==> src/rtl/resv_pkg.sv <==
package resv_pkg;

   // Index width that stays legal for a single-entry table.
   function automatic int unsigned idx_w(input int unsigned n);
      return (n > 1) ? $clog2(n) : 1;
   endfunction

endpackage

==> src/rtl/resv_slot.sv <==
// One reservation entry: holds the line, the owner and the age rank,
// and compares its line against every query line.
module resv_slot #(
   parameter int unsigned LINE_W = 26,
   parameter int unsigned ID_W   = 4,
   parameter int unsigned AGE_W  = 2
) (
   input  logic              clk,
   input  logic              rst_n,
   input  logic              load,
   input  logic              kill,
   input  logic [AGE_W-1:0]  age_nxt,
   input  logic [LINE_W-1:0] new_line,
   input  logic [ID_W-1:0]   new_id,
   input  logic [LINE_W-1:0] q_cmp_line,
   input  logic [LINE_W-1:0] q_st_line,
   input  logic [LINE_W-1:0] q_inv_line,
   input  logic [LINE_W-1:0] q_chk_line,
   input  logic [ID_W-1:0]   q_chk_id,
   output logic              vld,
   output logic [AGE_W-1:0]  age,
   output logic              m_cmp,
   output logic              m_st,
   output logic              m_inv,
   output logic              m_chk_line,
   output logic              m_chk
);

   logic [LINE_W-1:0] line_q;
   logic [ID_W-1:0]   id_q;

   always_ff @(posedge clk or negedge rst_n) begin
      if (!rst_n) begin
         vld    <= 1'b0;
         line_q <= '0;
         id_q   <= '0;
         age    <= '0;
      end else begin
         age <= age_nxt;
         if (load) begin
            vld    <= 1'b1;
            line_q <= new_line;
            id_q   <= new_id;
         end else if (kill) begin
            vld <= 1'b0;
         end
      end
   end

   always_comb begin
      m_cmp      = vld && (line_q == q_cmp_line);
      m_st       = vld && (line_q == q_st_line);
      m_inv      = vld && (line_q == q_inv_line);
      m_chk_line = vld && (line_q == q_chk_line);
      m_chk      = m_chk_line && (id_q == q_chk_id);
   end

endmodule

==> src/rtl/resv_victim.sv <==
// Chooses the slot a locked completion writes: the slot already holding
// the line, else the lowest free slot, else the oldest busy slot.
module resv_victim #(
   parameter int unsigned N     = 4,
   parameter int unsigned IW    = 2,
   parameter int unsigned AGE_W = 2
) (
   input  logic [N-1:0]            vld,
   input  logic [N-1:0]            same,
   input  logic [N-1:0][AGE_W-1:0] age,
   output logic [IW-1:0]           vic
);

   if (N == 1) begin : g_single
      assign vic = '0;
   end else begin : g_multi
      logic             hit_found;
      logic             free_found;
      logic [IW-1:0]    hit_idx;
      logic [IW-1:0]    free_idx;
      logic [IW-1:0]    old_idx;
      logic [AGE_W-1:0] old_age;

      always_comb begin
         hit_found  = 1'b0;
         free_found = 1'b0;
         hit_idx    = '0;
         free_idx   = '0;
         for (int i = N - 1; i >= 0; i--) begin
            if (same[i]) begin
               hit_found = 1'b1;
               hit_idx   = IW'(i);
            end
            if (!vld[i]) begin
               free_found = 1'b1;
               free_idx   = IW'(i);
            end
         end
         old_idx = '0;
         old_age = age[0];
         for (int i = 1; i < N; i++) begin
            if (age[i] > old_age) begin
               old_age = age[i];
               old_idx = IW'(i);
            end
         end
         if (hit_found)       vic = hit_idx;
         else if (free_found) vic = free_idx;
         else                 vic = old_idx;
      end
   end

endmodule

==> src/rtl/resv_age.sv <==
// Age rank per slot = number of busy slots filled after it.
// Removed slots younger than a survivor lower its rank; a new fill raises it.
module resv_age #(
   parameter int unsigned N     = 4,
   parameter int unsigned AGE_W = 2
) (
   input  logic [N-1:0]            vld,
   input  logic [N-1:0]            rm,
   input  logic [N-1:0]            load,
   input  logic                    fill,
   input  logic [N-1:0][AGE_W-1:0] age,
   output logic [N-1:0][AGE_W-1:0] age_nxt
);

   for (genvar i = 0; i < N; i++) begin : g_row
      logic [AGE_W-1:0] gone;
      always_comb begin
         gone = '0;
         for (int j = 0; j < N; j++) begin
            if (rm[j] && (age[j] < age[i])) gone = gone + AGE_W'(1);
         end
         if (load[i])
            age_nxt[i] = '0;
         else if (vld[i] && !rm[i])
            age_nxt[i] = age[i] - gone + AGE_W'(fill);
         else
            age_nxt[i] = age[i];
      end
   end

endmodule

==> src/rtl/resv_result.sv <==
// Registered check outcome and the release of the store-class write.
module resv_result #(
   parameter int unsigned LINE_W = 26
) (
   input  logic              clk,
   input  logic              rst_n,
   input  logic              chk_valid,
   input  logic              owner_hit,
   input  logic [LINE_W-1:0] chk_line,
   output logic              res_valid,
   output logic              res_pass,
   output logic              iss_valid,
   output logic [LINE_W-1:0] iss_line
);

   logic grant;
   assign grant = chk_valid && owner_hit;

   always_ff @(posedge clk or negedge rst_n) begin
      if (!rst_n) begin
         res_valid <= 1'b0;
         res_pass  <= 1'b0;
         iss_valid <= 1'b0;
         iss_line  <= '0;
      end else begin
         res_valid <= chk_valid;
         res_pass  <= grant;
         iss_valid <= grant;
         if (grant) iss_line <= chk_line;
      end
   end

endmodule

==> src/rtl/resv_monitor.sv <==
module resv_monitor #(
   parameter int unsigned LINE_W    = 26,
   parameter int unsigned ID_W      = 4,
   parameter int unsigned NUM_SLOTS = 4,
   parameter bit          INV_EN    = 1'b1
) (
   input  logic              clk,
   input  logic              rst_n,
   input  logic              cmp_valid,
   input  logic              cmp_locked,
   input  logic              cmp_dside,
   input  logic [LINE_W-1:0] cmp_line,
   input  logic [ID_W-1:0]   cmp_id,
   input  logic              st_valid,
   input  logic [LINE_W-1:0] st_line,
   input  logic              inv_valid,
   input  logic [LINE_W-1:0] inv_line,
   input  logic              chk_valid,
   input  logic [LINE_W-1:0] chk_line,
   input  logic [ID_W-1:0]   chk_id,
   output logic              res_valid,
   output logic              res_pass,
   output logic              iss_valid,
   output logic [LINE_W-1:0] iss_line
);

   localparam int unsigned IW    = resv_pkg::idx_w(NUM_SLOTS);
   localparam int unsigned AGE_W = IW;

   if (NUM_SLOTS < 1) begin : g_bad_slots
      $error("resv_monitor: NUM_SLOTS must be at least 1");
   end
   if (LINE_W < 1) begin : g_bad_line
      $error("resv_monitor: LINE_W must be at least 1");
   end
   if (ID_W < 1) begin : g_bad_id
      $error("resv_monitor: ID_W must be at least 1");
   end

   logic [NUM_SLOTS-1:0]            slot_vld;
   logic [NUM_SLOTS-1:0][AGE_W-1:0] slot_age;
   logic [NUM_SLOTS-1:0][AGE_W-1:0] slot_age_nxt;
   logic [NUM_SLOTS-1:0]            cmp_hit;
   logic [NUM_SLOTS-1:0]            st_hit;
   logic [NUM_SLOTS-1:0]            inv_hit_raw;
   logic [NUM_SLOTS-1:0]            inv_hit;
   logic [NUM_SLOTS-1:0]            chk_line_hit;
   logic [NUM_SLOTS-1:0]            chk_hit;
   logic [NUM_SLOTS-1:0]            kill;
   logic [NUM_SLOTS-1:0]            load;
   logic [NUM_SLOTS-1:0]            removed;
   logic [IW-1:0]                   victim;
   logic                            fill;

   assign fill = cmp_valid && cmp_locked && cmp_dside;

   if (INV_EN) begin : g_inv_on
      assign inv_hit = inv_valid ? inv_hit_raw : '0;
   end else begin : g_inv_off
      assign inv_hit = '0;
   end

   for (genvar i = 0; i < NUM_SLOTS; i++) begin : g_slot
      assign kill[i] = (st_valid && st_hit[i]) || inv_hit[i] ||
                       (chk_valid && chk_hit[i]);
      assign load[i] = fill && (victim == IW'(i));

      resv_slot #(
         .LINE_W (LINE_W),
         .ID_W   (ID_W),
         .AGE_W  (AGE_W)
      ) u_slot (
         .clk        (clk),
         .rst_n      (rst_n),
         .load       (load[i]),
         .kill       (kill[i]),
         .age_nxt    (slot_age_nxt[i]),
         .new_line   (cmp_line),
         .new_id     (cmp_id),
         .q_cmp_line (cmp_line),
         .q_st_line  (st_line),
         .q_inv_line (inv_line),
         .q_chk_line (chk_line),
         .q_chk_id   (chk_id),
         .vld        (slot_vld[i]),
         .age        (slot_age[i]),
         .m_cmp      (cmp_hit[i]),
         .m_st       (st_hit[i]),
         .m_inv      (inv_hit_raw[i]),
         .m_chk_line (chk_line_hit[i]),
         .m_chk      (chk_hit[i])
      );
   end

   assign removed = slot_vld & (kill | load);

   resv_victim #(
      .N     (NUM_SLOTS),
      .IW    (IW),
      .AGE_W (AGE_W)
   ) u_victim (
      .vld  (slot_vld),
      .same (cmp_hit),
      .age  (slot_age),
      .vic  (victim)
   );

   resv_age #(
      .N     (NUM_SLOTS),
      .AGE_W (AGE_W)
   ) u_age (
      .vld     (slot_vld),
      .rm      (removed),
      .load    (load),
      .fill    (fill),
      .age     (slot_age),
      .age_nxt (slot_age_nxt)
   );

   resv_result #(
      .LINE_W (LINE_W)
   ) u_result (
      .clk       (clk),
      .rst_n     (rst_n),
      .chk_valid (chk_valid),
      .owner_hit (|chk_hit),
      .chk_line  (chk_line),
      .res_valid (res_valid),
      .res_pass  (res_pass),
      .iss_valid (iss_valid),
      .iss_line  (iss_line)
   );

endmodule

==> config.mk <==
export PLATFORM = sky130hd
export DESIGN_NAME = resv_monitor
export DESIGN_NICKNAME = d
export VERILOG_FILES = /design/src/rtl/resv_pkg.sv /design/src/rtl/resv_slot.sv /design/src/rtl/resv_victim.sv /design/src/rtl/resv_age.sv /design/src/rtl/resv_result.sv /design/src/rtl/resv_monitor.sv
export SDC_FILE = /design/constraint.sdc
export NUM_CORES = 1
export LEC_CHECK = 0
export BUFFER_PORTS_ARGS = -buffer_cell sky130_fd_sc_hd__buf_2
export CORE_MARGIN = 2
export CORE_UTILIZATION = 52
export DETAILED_ROUTE_END_ITERATION = 8
export PLACE_DENSITY = 0.72
export SLEW_MARGIN = 20
export SYNTH_ARGS = -nofsm -noshare
export SYNTH_HDL_FRONTEND = slang
export SYNTH_HIERARCHICAL = 1
export SYNTH_SLANG_ARGS = --single-unit
==> constraint.sdc <==
create_clock -name clk -period 14 [get_ports clk]
set_clock_uncertainty 0.1 [all_clocks]
set_input_delay 0.7 -clock clk [delete_from_list [all_inputs] [get_ports clk]]
set_output_delay 0.7 -clock clk [all_outputs]
set_load 0.01 [all_outputs]
==> results.cfg <==
[floorplanning]
dieWidth_um = 163
ios = 149
fp.coreArea_um2 = 25000
die_area_um2 = 26500
dieHeight_um = 163
start_util_pct = 52.5
rows = 58

[placed_design]
gp_congestion = 1.10
place_inst = 1590
place.port_buffers = 148
pre_cts_ws_ns = 7.58
place_hpwl_mm = 30.8

[clock_tree]
cts_buffers = 17
clockRootBuffer = clkbuf_16
postCtsHoldBufs = 0
clkTransAtPathRegs_ns = 0.08
cts_resized = 0
cts_sinks = 160
cts.htree.levels = 4
cts_tree = built
cts_buffer_depth = 2
cts_setup_buffers = 0
clock_latency_ns = 0.44

[setup_path]
cp.arrival_ns = 6.73
r2r_start = g_slot[0].u_slot/age[1]$_DFF_PN0_
crit_path_max_fanout = 36
cp-end-kind = flop
reg2reg_slack_ns = 7.52
r2r_cells = 25
required_ns = 14.25
crit_family = compound AO/OA/AOI/OAI gates
r2r-end = g_slot[2].u_slot/age[1]$_DFF_PN0_
cp_common_cell = ha_1
path_buf_inv = 4
crit_type = flop to flop
worstSetupStartpointType = flop
worst_path_largest_cell_delay_ns = 0.94
crit_slowest_cell = and3_2

[synthesis]
syn_avg_cell_area_um2 = 10.7
syn_inst = 1226
netlist_area_um2 = 13100
yosysWarnings = 6
synth_fp_nets = 1382

[global_route]
grt_max_degree = 96
grt_pass1_vias = 9456
antenna_found_initial = 1
grt_pass1_wl_mm = 60.2
grt_usage_pct = 31.3
gr-total-overflow = 0

[final_layout]
fin_nets = 1435
final_cells = 1623
drive_above_1_share_pct = 30.1
layout_commonest_cell = xnor2_1
areaGrowthSynthToFinish_pct = 7.07
n_fill_cell = 2182
layout_common_cells = xnor2_1 (342), dfrtp_1 (160), buf_2 (147)

[power_and_ir_drop]
powerDensity_nw_per_um2 = 209
ir_drop_mv = 0.107
leakage_nw = 5.79

[sta]
period_share_pct = 46.3
slew_headroom_pct = 31.4
grt_setup_unrepaired = no
setup_viol = 0
finalHoldViolations = 0
drv_slew = 0
tns_ns = 0
clock.fmax_ghz = 0.154
setup_slack_ns = 7.52
finalCriticalPeriod_ns = 6.48
worst_pin_slew_ns = 1.03

[detailed_routing]
routedWlPerCell_um = 24.9
postRouteWirelength_mm = 40.4
drc = 0
viasPerCell = 5.82
num_vias = 9452
drt_iter0_markers = 923
final_antenna_net_count = 0
first_pass_iters = 5

[worst_hold_path]
hp-class = primary input to async pin

[run]
max_cap_viol_count = 0

[status]
status = completed
registers in the layout, indices dropped and copies added, names as in the netlist:
name and cells:
u_result/iss_valid 1, u_result/iss_line 26, g_slot.u_slot/id_q 16, u_result/res_valid 1
g_slot.u_slot/vld 4, g_slot.u_slot/line_q 104, g_slot.u_slot/age 8
metrics by stage:
step | utilization (%) | instance area, µm² | hold slack (ns) | total power [mW]
after floorplan | - | 13100 | 0.304 | 2.16
after global placement | 53.8 | 13400 | 0.385 | 2.38
after detailed placement | 53.8 | 13400 | 0.386 | 2.42
after CTS | 56.2 | 14000 | 0.275 | 2.91
after global routing | 56.2 | 14000 | 0.290 | 3.09
final | 56.2 | 14000 | 0.215 | 2.93
worst reg2reg max path, cell delays in order (launching register included):
cell and delay, ns:
dfrtp_1 0.47, inv_1 0.11, ha_1 0.32, o22ai_1 0.25, mux2_4 0.34, ha_1 0.28
inv_1 0.06, o22ai_1 0.22, mux2_2 0.37, ha_1 0.27, nand2_1 0.06, o21ai_1 0.08
a41o_1 0.26, a211oi_2 0.36, and3_2 0.94, o21a_1 0.26, inv_1 0.06, a221o_2 0.33
xnor2_1 0.14, ha_1 0.28, inv_1 0.04, ha_1 0.17, xnor2_1 0.17, xnor2_1 0.16
xnor2_1 0.10, a211oi_2 0.21
power by group:
part / internal (mW) / total [mW] / switching, mW
clock: 0.243 / 0.480 / 0.237
combinational: 0.735 / 1.31 / 0.576
sequential: 0.641 / 1.14 / 0.495
routing by layer:
metal,track usage [%],up-vias,routed length (µm)
li1,-,4220,-
met1,42.0,4661,16400
met2,48.9,472,18200
met3,6.67,99,3850
met4,13.5,0,1870
met5,0,-,0
cell type report:
cell class              instances  area, µm²  share of cell area (%)
flip-flops and latches        160       4000                    28.5
repair buffers                153        785                    5.59
inverters                      48        180                    1.28
clock inverters                15        181                    1.29
well taps                     330        413                    2.94
multi-input cells             899       8050                    57.3
diodes                          1       2.50                  0.0178
clock buffers                  17        425                    3.03
worst max-delay path by stage:
| stage | startpoint | end | slack (ns) | depth (start not counted) |
|---|---|---|---|---|
| after floorplan | g_slot[0].u_slot/age[1]$_DFF_PN0_ | g_slot[1].u_slot/age[1]$_DFF_PN0_ | 8.37 | 27 |
| after global placement | g_slot[0].u_slot/age[1]$_DFF_PN0_ | g_slot[2].u_slot/age[1]$_DFF_PN0_ | 7.78 | 25 |
| after detailed placement | g_slot[0].u_slot/age[1]$_DFF_PN0_ | g_slot[2].u_slot/age[1]$_DFF_PN0_ | 7.58 | 25 |
| after CTS | g_slot[0].u_slot/age[1]$_DFF_PN0_ | g_slot[2].u_slot/age[1]$_DFF_PN0_ | 7.53 | 25 |
| after global routing | g_slot[0].u_slot/age[1]$_DFF_PN0_ | g_slot[2].u_slot/age[1]$_DFF_PN0_ | 7.11 | 25 |
| final | g_slot[0].u_slot/age[1]$_DFF_PN0_ | g_slot[2].u_slot/age[1]$_DFF_PN0_ | 7.52 | 25 |
(Power assumes the default switching activity.)
